`src/rtl/arb_pkg.sv`:
```
package arb_pkg;
   typedef enum logic {
      KEEP_RIPPLE   = 1'b0,
      KEEP_PARALLEL = 1'b1
   } keep_style_e;

   localparam int unsigned ARB_NUM_W_DEF = 8;
endpackage

```
`src/rtl/arb_num_store.sv`:
```
module arb_num_store #(
   parameter int unsigned NUM_W = 8
) (
   input  logic             clk,
   input  logic             rst_n,
   input  logic             load_n,
   input  logic [NUM_W-1:0] num_d,
   input  logic             par_d,
   output logic [NUM_W-1:0] num_q,
   output logic             par_q
);
   generate
      if (NUM_W < 2) begin : g_bad_width
         $error("arb_num_store: NUM_W must be at least 2");
      end
   endgenerate

   always_ff @(posedge clk or negedge rst_n) begin
      if (!rst_n) begin
         num_q <= '0;
         par_q <= 1'b0;
      end else if (!load_n) begin
         num_q <= num_d;
         par_q <= par_d;
      end
   end
endmodule

```
`src/rtl/arb_contend_net.sv`:
```
module arb_contend_net
   import arb_pkg::*;
#(
   parameter int unsigned NUM_W = 8,
   parameter keep_style_e STYLE = KEEP_PARALLEL
) (
   input  logic             active,
   input  logic [NUM_W-1:0] own,
   input  logic [NUM_W-1:0] bus,
   output logic [NUM_W-1:0] drive
);
   localparam int unsigned MSB = NUM_W - 1;

   // A higher bit lets lower bits stay driven when this module also
   // holds a 1 there, or when nobody has pulled the bus bit up.
   logic [NUM_W-1:0] hold_ok;
   logic [NUM_W-1:0] keep;

   assign hold_ok = own | ~bus;

   generate
      if (NUM_W < 2) begin : g_bad_width
         $error("arb_contend_net: NUM_W must be at least 2");
      end

      if (STYLE == KEEP_PARALLEL) begin : g_parallel
         assign keep[MSB] = 1'b1;
         for (genvar n = 0; n < MSB; n++) begin : g_bit
            assign keep[n] = &hold_ok[MSB:n+1];
         end
      end else begin : g_ripple
         assign keep[MSB] = 1'b1;
         for (genvar n = MSB; n > 0; n--) begin : g_bit
            assign keep[n-1] = keep[n] & hold_ok[n];
         end
      end
   endgenerate

   assign drive = active ? (own & keep) : '0;
endmodule

```
`src/rtl/arb_bus_status.sv`:
```
module arb_bus_status #(
   parameter int unsigned NUM_W = 8
) (
   input  logic [NUM_W-1:0] bus,
   input  logic             bus_par,
   output logic             par_ok,
   output logic             all_set
);
   generate
      if (NUM_W < 2) begin : g_bad_width
         $error("arb_bus_status: NUM_W must be at least 2");
      end
   endgenerate

   assign par_ok  = ^{bus, bus_par};
   assign all_set = &bus;
endmodule

```
`src/rtl/arb_contender.sv`:
```
module arb_contender
   import arb_pkg::*;
#(
   parameter int unsigned NUM_W = ARB_NUM_W_DEF,
   parameter keep_style_e STYLE = KEEP_PARALLEL
) (
   input  logic             clk,
   input  logic             rst_n,
   input  logic [NUM_W-1:0] num_in,
   input  logic             par_in,
   input  logic             load_n,
   input  logic             compete_n,
   input  logic             rx_en_n,
   input  logic [NUM_W-1:0] bus_in,
   input  logic             bus_par_in,
   output logic [NUM_W-1:0] drive_out,
   output logic             drive_par_out,
   output logic [NUM_W-1:0] num_out,
   output logic             num_oe,
   output logic             win_n,
   output logic             par_ok,
   output logic             all_set
);
   localparam int unsigned MSB = NUM_W - 1;

   logic [NUM_W-1:0] own_q;
   logic             own_par_q;
   logic             competing;
   logic             bus_is_mine;
   logic             own_ge_bus;

   generate
      if (NUM_W < 2 || NUM_W > 32) begin : g_bad_width
         $error("arb_contender: NUM_W must lie in 2..32");
      end
   endgenerate

   arb_num_store #(.NUM_W(NUM_W)) u_store (
      .clk    (clk),
      .rst_n  (rst_n),
      .load_n (load_n),
      .num_d  (num_in),
      .par_d  (par_in),
      .num_q  (own_q),
      .par_q  (own_par_q)
   );

   assign competing = ~compete_n;

   arb_contend_net #(.NUM_W(NUM_W), .STYLE(STYLE)) u_net (
      .active (competing),
      .own    (own_q),
      .bus    (bus_in),
      .drive  (drive_out)
   );

   arb_bus_status #(.NUM_W(NUM_W)) u_status (
      .bus     (bus_in),
      .bus_par (bus_par_in),
      .par_ok  (par_ok),
      .all_set (all_set)
   );

   assign bus_is_mine = (bus_in == own_q);
   assign own_ge_bus  = (own_q >= bus_in);

   // A winner sends its stored parity; everyone else follows the bus,
   // so all drivers agree once the number bits have settled.
   assign drive_par_out = competing & (bus_is_mine ? own_par_q : ~^bus_in);
   assign win_n         = competing ? ~bus_is_mine : ~own_ge_bus;

   assign num_out = bus_in;
   assign num_oe  = ~rx_en_n;

   // a load strobe lands in the holding register one edge later
   a_r1_capture : assert property (@(posedge clk) disable iff (!rst_n)
      !load_n |=> (own_q == $past(num_in)) && (own_par_q == $past(par_in)));

   // an idle module leaves the bus alone
   a_r2_idle_quiet : assert property (@(posedge clk) disable iff (!rst_n)
      compete_n |-> (drive_out == '0) && !drive_par_out);

   // never drive a bit the stored number does not have
   a_r3_drive_subset : assert property (@(posedge clk) disable iff (!rst_n)
      (drive_out & ~own_q) == '0);

   // the top bit is never withdrawn while competing
   a_r3_msb_follow : assert property (@(posedge clk) disable iff (!rst_n)
      (competing && own_q[MSB]) |-> drive_out[MSB]);

   // a module whose number stands on the bus keeps driving all of it
   a_r5_winner_keeps : assert property (@(posedge clk) disable iff (!rst_n)
      (competing && !win_n) |-> (drive_out == own_q));

   // the all-set flag agrees with the value handed to the local port
   a_r9_allset_rx : assert property (@(posedge clk) disable iff (!rst_n)
      all_set |-> (num_out == {NUM_W{1'b1}}));
endmodule

```
`config.mk`:
```
export PLATFORM = sky130hd
export DESIGN_NAME = arb_contender
export DESIGN_NICKNAME = d
export VERILOG_FILES = /design/src/rtl/arb_pkg.sv /design/src/rtl/arb_num_store.sv /design/src/rtl/arb_contend_net.sv /design/src/rtl/arb_bus_status.sv /design/src/rtl/arb_contender.sv
export SDC_FILE = /design/constraint.sdc
export NUM_CORES = 1
export LEC_CHECK = 0
export ABC_CLOCK_PERIOD_IN_PS = 2140
export CORE_UTILIZATION = 35
export CTS_CLUSTER_DIAMETER = 40
export DETAILED_ROUTE_END_ITERATION = 6
export PLACE_DENSITY_LB_ADDON = 0.3
export SLEW_MARGIN = 20
export SYNTH_ARGS = -nofsm -noshare
export SYNTH_HDL_FRONTEND = slang
export SYNTH_SLANG_ARGS = --single-unit
export TNS_END_PERCENT = 100
```
`constraint.sdc`:
```
create_clock -name clk -period 2.14 [get_ports clk]
set_input_delay 0.321 -clock clk [delete_from_list [all_inputs] [get_ports clk]]
set_output_delay 0.321 -clock clk [all_outputs]
set_load 0.02 [all_outputs]
```
# Word level (Yosys, flattened, before mapping)
# Cells that the tools add are included.
# Widths: inputs -> output; s select.
# totals
wordCells,24
in_bits,23
output_inout_bits,21
reg_bits,9
# classes
n_eq_ne,1
reduce_logical,9
n_mux,3
bitwise,8
order_cmp,1
# ops
op,count
$reduce_xor 9->1,1
$and 8x8->8,1
$eq 8x8->1,1
$ge 8x8->1,1
$mux 8,1
$not 8->8,1
$or 8x8->8,1
$reduce_and 8->1,1
$reduce_xnor 8->1,1
$reduce_and 7->1,1
$reduce_and 6->1,1
$reduce_and 5->1,1
$not 1->1,4
$reduce_and 4->1,1
$reduce_and 3->1,1
$mux 1,2
$reduce_and 2->1,1
$and 1x1->1,1

# Depth between registers and ports, before layout
# logic_depth
depth_word,5
mapped_depth,6

# Modules after synthesis
# Synthesis repeated with hierarchy kept, for this count alone.
# unflattened
cells_unflattened,100
area_unflattened_um2,974.7
# by_module_without_submodules
mod,area_each_um2,n_inst,seq_area_each_um2,cells_per_inst
arb_num_store,371.6,1,225.2,19
arb_contender,347.8,1,0.0,48
arb_contend_net,156.4,1,0.0,23
arb_bus_status,98.8,1,0.0,10

# Worst setup path before layout
# Ideal clock, no wire load.
# synth_path
path_kind,register to output
from,register u_store.num_q[6]
to,output port drive_out[2]
arrival_time_ns,1.768
path_slack_ns,0.051
n_path_buf,0
path_stages_with_launch,6
t_required_ns,1.819
cell_sequence,dfrtp_1 -> inv_1 -> ha_1 -> or4_4 -> or3_4 -> nor2_1
# synth_between
elab_chain_cells,4
# synth_lines
item,line,source
"start, declared",arb_num_store.sv:9,"output logic [NUM_W-1:0] num_q,"
"start signal, assigned",arb_num_store.sv:23,num_q <= num_d;
$or 8x8->8,arb_contend_net.sv:19,assign hold_ok = own | ~bus;
$reduce_and 5->1,arb_contend_net.sv:29,assign keep[n] = &hold_ok[MSB:n+1];
$and 8x8->8,arb_contend_net.sv:39,assign drive = active ? (own & keep) : '0;
$mux 8,arb_contend_net.sv:39,
"end, declared",arb_contender.sv:16,"output logic [NUM_W-1:0] drive_out,"
# No other way between the ends.

# Worst setup path in the final report
# layout_path
from,register u_store.num_q[6]
to,output port drive_out[0]
# layout_between
elab_chain_cells,4
# layout_lines
item,line
$or 8x8->8,arb_contend_net.sv:19
$reduce_and 7->1,arb_contend_net.sv:29
$and 8x8->8,arb_contend_net.sv:39
$mux 8,arb_contend_net.sv:39
# No other way between the ends.

==> results.yml <==
detailed_routing:
  drt-initial-drc-count: 1
  drtAntennaViolNets: 0
  drt-pass1-iter-count: 3
  vias: 900
  drc_errors: 0
  wl_per_cell_um: 12.8
  drt-vias-per-instance: 4.76
  wl_mm: 2.42
global_route:
  grt_pass1_vias: 897
  antenna_found_initial: 0
  grt_max_degree: 10
  grt_use_total_pct: 17.9
  grt_pass1_wl_mm: 3.74
  overflow: 0
worst_setup_path:
  regToRegSetupSlack_ns: 1.20
  worst_ep_required_time_ns: 1.82
  crit_arrival_ns: 2.05
  crit_fanout: 3
  crit_path_start_kind: "flop"
  cp-end-kind: "output port"
  crit_type: "reg2out"
clocking:
  clk_transition_reported_paths_ns: 0.06
  cts.sink_count: 9
  cts_hold_buf: 0
  clk_latency_ns: 0.26
  numCtsBuffers: 3
  cts_buffer_depth: 2
  root_buffer: "clkbuf_4"
  h-tree-depth: 1
  cts_tree: "built"
yosys:
  ys_top_cells_by_area: "ha_1 (24%), dfrtp_1 (23%), mux2_2 (10%), xnor2_1 (9.0%), inv_1 (6.5%)"
  ys.warnings.count: 0
  netlist_instances: 100
  yosys-top-cells-count: "ha_1 (19), inv_1 (17), xnor2_1 (10)"
  synth_top_area_share_pct: 24.4
  synthMostInstantiatedCell: "ha_1"
  synth_cell_types: 24
  synth_nets: 142
  async_reset_ff_share_pct: 100
  synth_edf_count: 0
  yosysSeqAreaShare_pct: 23.1
  ys.flop_type: "dfrtp_1"
  synth.largest_area_cell: "ha_1"
  avgSynthCellArea_um2: 9.76
  netlist_area_um2: 976
  synth_seq_cells: 9
layout:
  fillCellCount: 219
  final_nets: 202
  diodes: 0
  drive_gt1_share_pct: 39.6
  area_growth_pct: 72.9
timing:
  setup_viol: 5
  finalHoldViolCount: 0
  rsz0062_at_grt: "yes"
  skew_ns: 0
  slew_headroom_pct: 74.5
  tns_ns: -0.693
  period_share_pct: 111
  slew_viol_final: 0
  fmax_ghz: 0.422
  finalCriticalPeriod_ns: 2.37
  tightestPinTransition_ns: 0.382
  setup_slack_ns: -0.230
pwr:
  powerDensity_nw_per_um2: 444
  vdd_drop_max_mv: 0.378
  leakagePower_nw: 0.807
floorplan:
  dieHeight_um: 54.8
  core-area_um2: 2540
  die_w_um: 54.8
  io_pins: 44
  initial_core_util_pct: 38.3
  dieArea_um2: 3000
  fp-row-count: 18
placed_design:
  io_buffers: 43
  dpl.hpwl_mm: 1.92
  place_congestion: 0.695
  preCtsSetupSlack_ns: -0.838
hold_path:
  hold_class: "in2async"
status:
  status: "complete, but fails checks"
  violations: "negative setup slack"
job:
  cap_violations: 0
final timing paths:
path / start / endpoint / cells past startpoint
min reg2reg: u_store.num_q[0] / u_store.num_q[0] / 1
max reg2reg: u_store.num_q[1] / u_store.num_q[1] / 2
min: rst_n / u_store.num_q[0] / 1
max in group asynchronous: rst_n / u_store.num_q[6] / 1
min in group clk: u_store.num_q[0] / u_store.num_q[0] / 1
max: u_store.num_q[6] / drive_out[0] / 6
cells by family (layout without fill, tap and decap cells):
group,Yosys count,count (layout),synth area share (%)
xor gates and xnor gates,11,11,9.87
adders and majority gates,19,19,24.4
DFF,9,9,23.1
buffers and inverters,26,85,13.1
AOI/OAI and AO/OA,7,7,5.38
muxes,9,9,10.4
and+or+nand+nor,19,19,13.8
per-stage QoR:
stage	cells	power (mW)	area, um^2	util [%]	hold slack, ns
4_1_cts	188	0.715	1590	62.5	0.344
2_1_floorplan	100	0.400	976	-	0.0254
3_3_place_gp	183	0.563	1520	59.8	0.500
6_report	189	0.749	1690	66.3	0.340
5_1_grt	189	0.803	1690	66.3	0.364
3_5_place_dp	183	0.574	1520	59.8	0.505
state kept, by name, summed over array words and instances (netlist names):
register	count
u_store.par_q	1
u_store.num_q	8
layout by cell type (no fill, tap or decap), drive strengths merged:
cell and instances:
dlygate4sd2 9, a21oi 1, nor3 5, and4 2, dfrtp 9, dlymetal6s2s 1, a31oi 1, nor2 5
nand4 2, buf 28, inv 17, o2111ai 1, o211a 1, or4 1, mux2 9, clkdlybuf4s15 1
clkdlybuf4s50 25, o21a 1, ha 19, or3 1, xor2 1, nor4 2, nor2b 1, a21o 2
xnor2 10, clkbuf 4
routing by layer:
layer  routed length, um  vias up  track usage (%)
met4                  57        0             10.7
li1                    -      450                -
met2                1220       38             31.9
met5                   0        -                0
met3                 159        5             1.39
met1                 985      407             20.5
power by group:
group / switching [mW] / total (mW) / internal [mW]
Sequential: 0.0120 / 0.199 / 0.187
Combinational: 0.193 / 0.418 / 0.225
Clock: 0.0594 / 0.131 / 0.0719
Total: 0.265 / 0.749 / 0.484
repair_timing:
action,4_1_cts,5_1_grt
buffers inserted,1,1
setup endpoints to repair,11,9
cloned,0,0
pin swaps,9,5
gates resized for setup,57,17
worst max-delay path, stage by stage (launching register included):
cell and delay [ns]:
dfrtp_1 0.36, inv_2 0.06, ha_4 0.16, or4_4 0.53, or3_4 0.38, nor4_4 0.13
buf_4 0.17
cell type report:
cell class	count	area, um^2	area share [%]
tap	30	37.5	2.22
sequential	9	225	13.3
timing repair buffer	64	573	34.0
clock buffer	4	26.3	1.56
multi-input combinational	65	762	45.1
inverter	17	63.8	3.78
(Power assumes the default switching activity.)
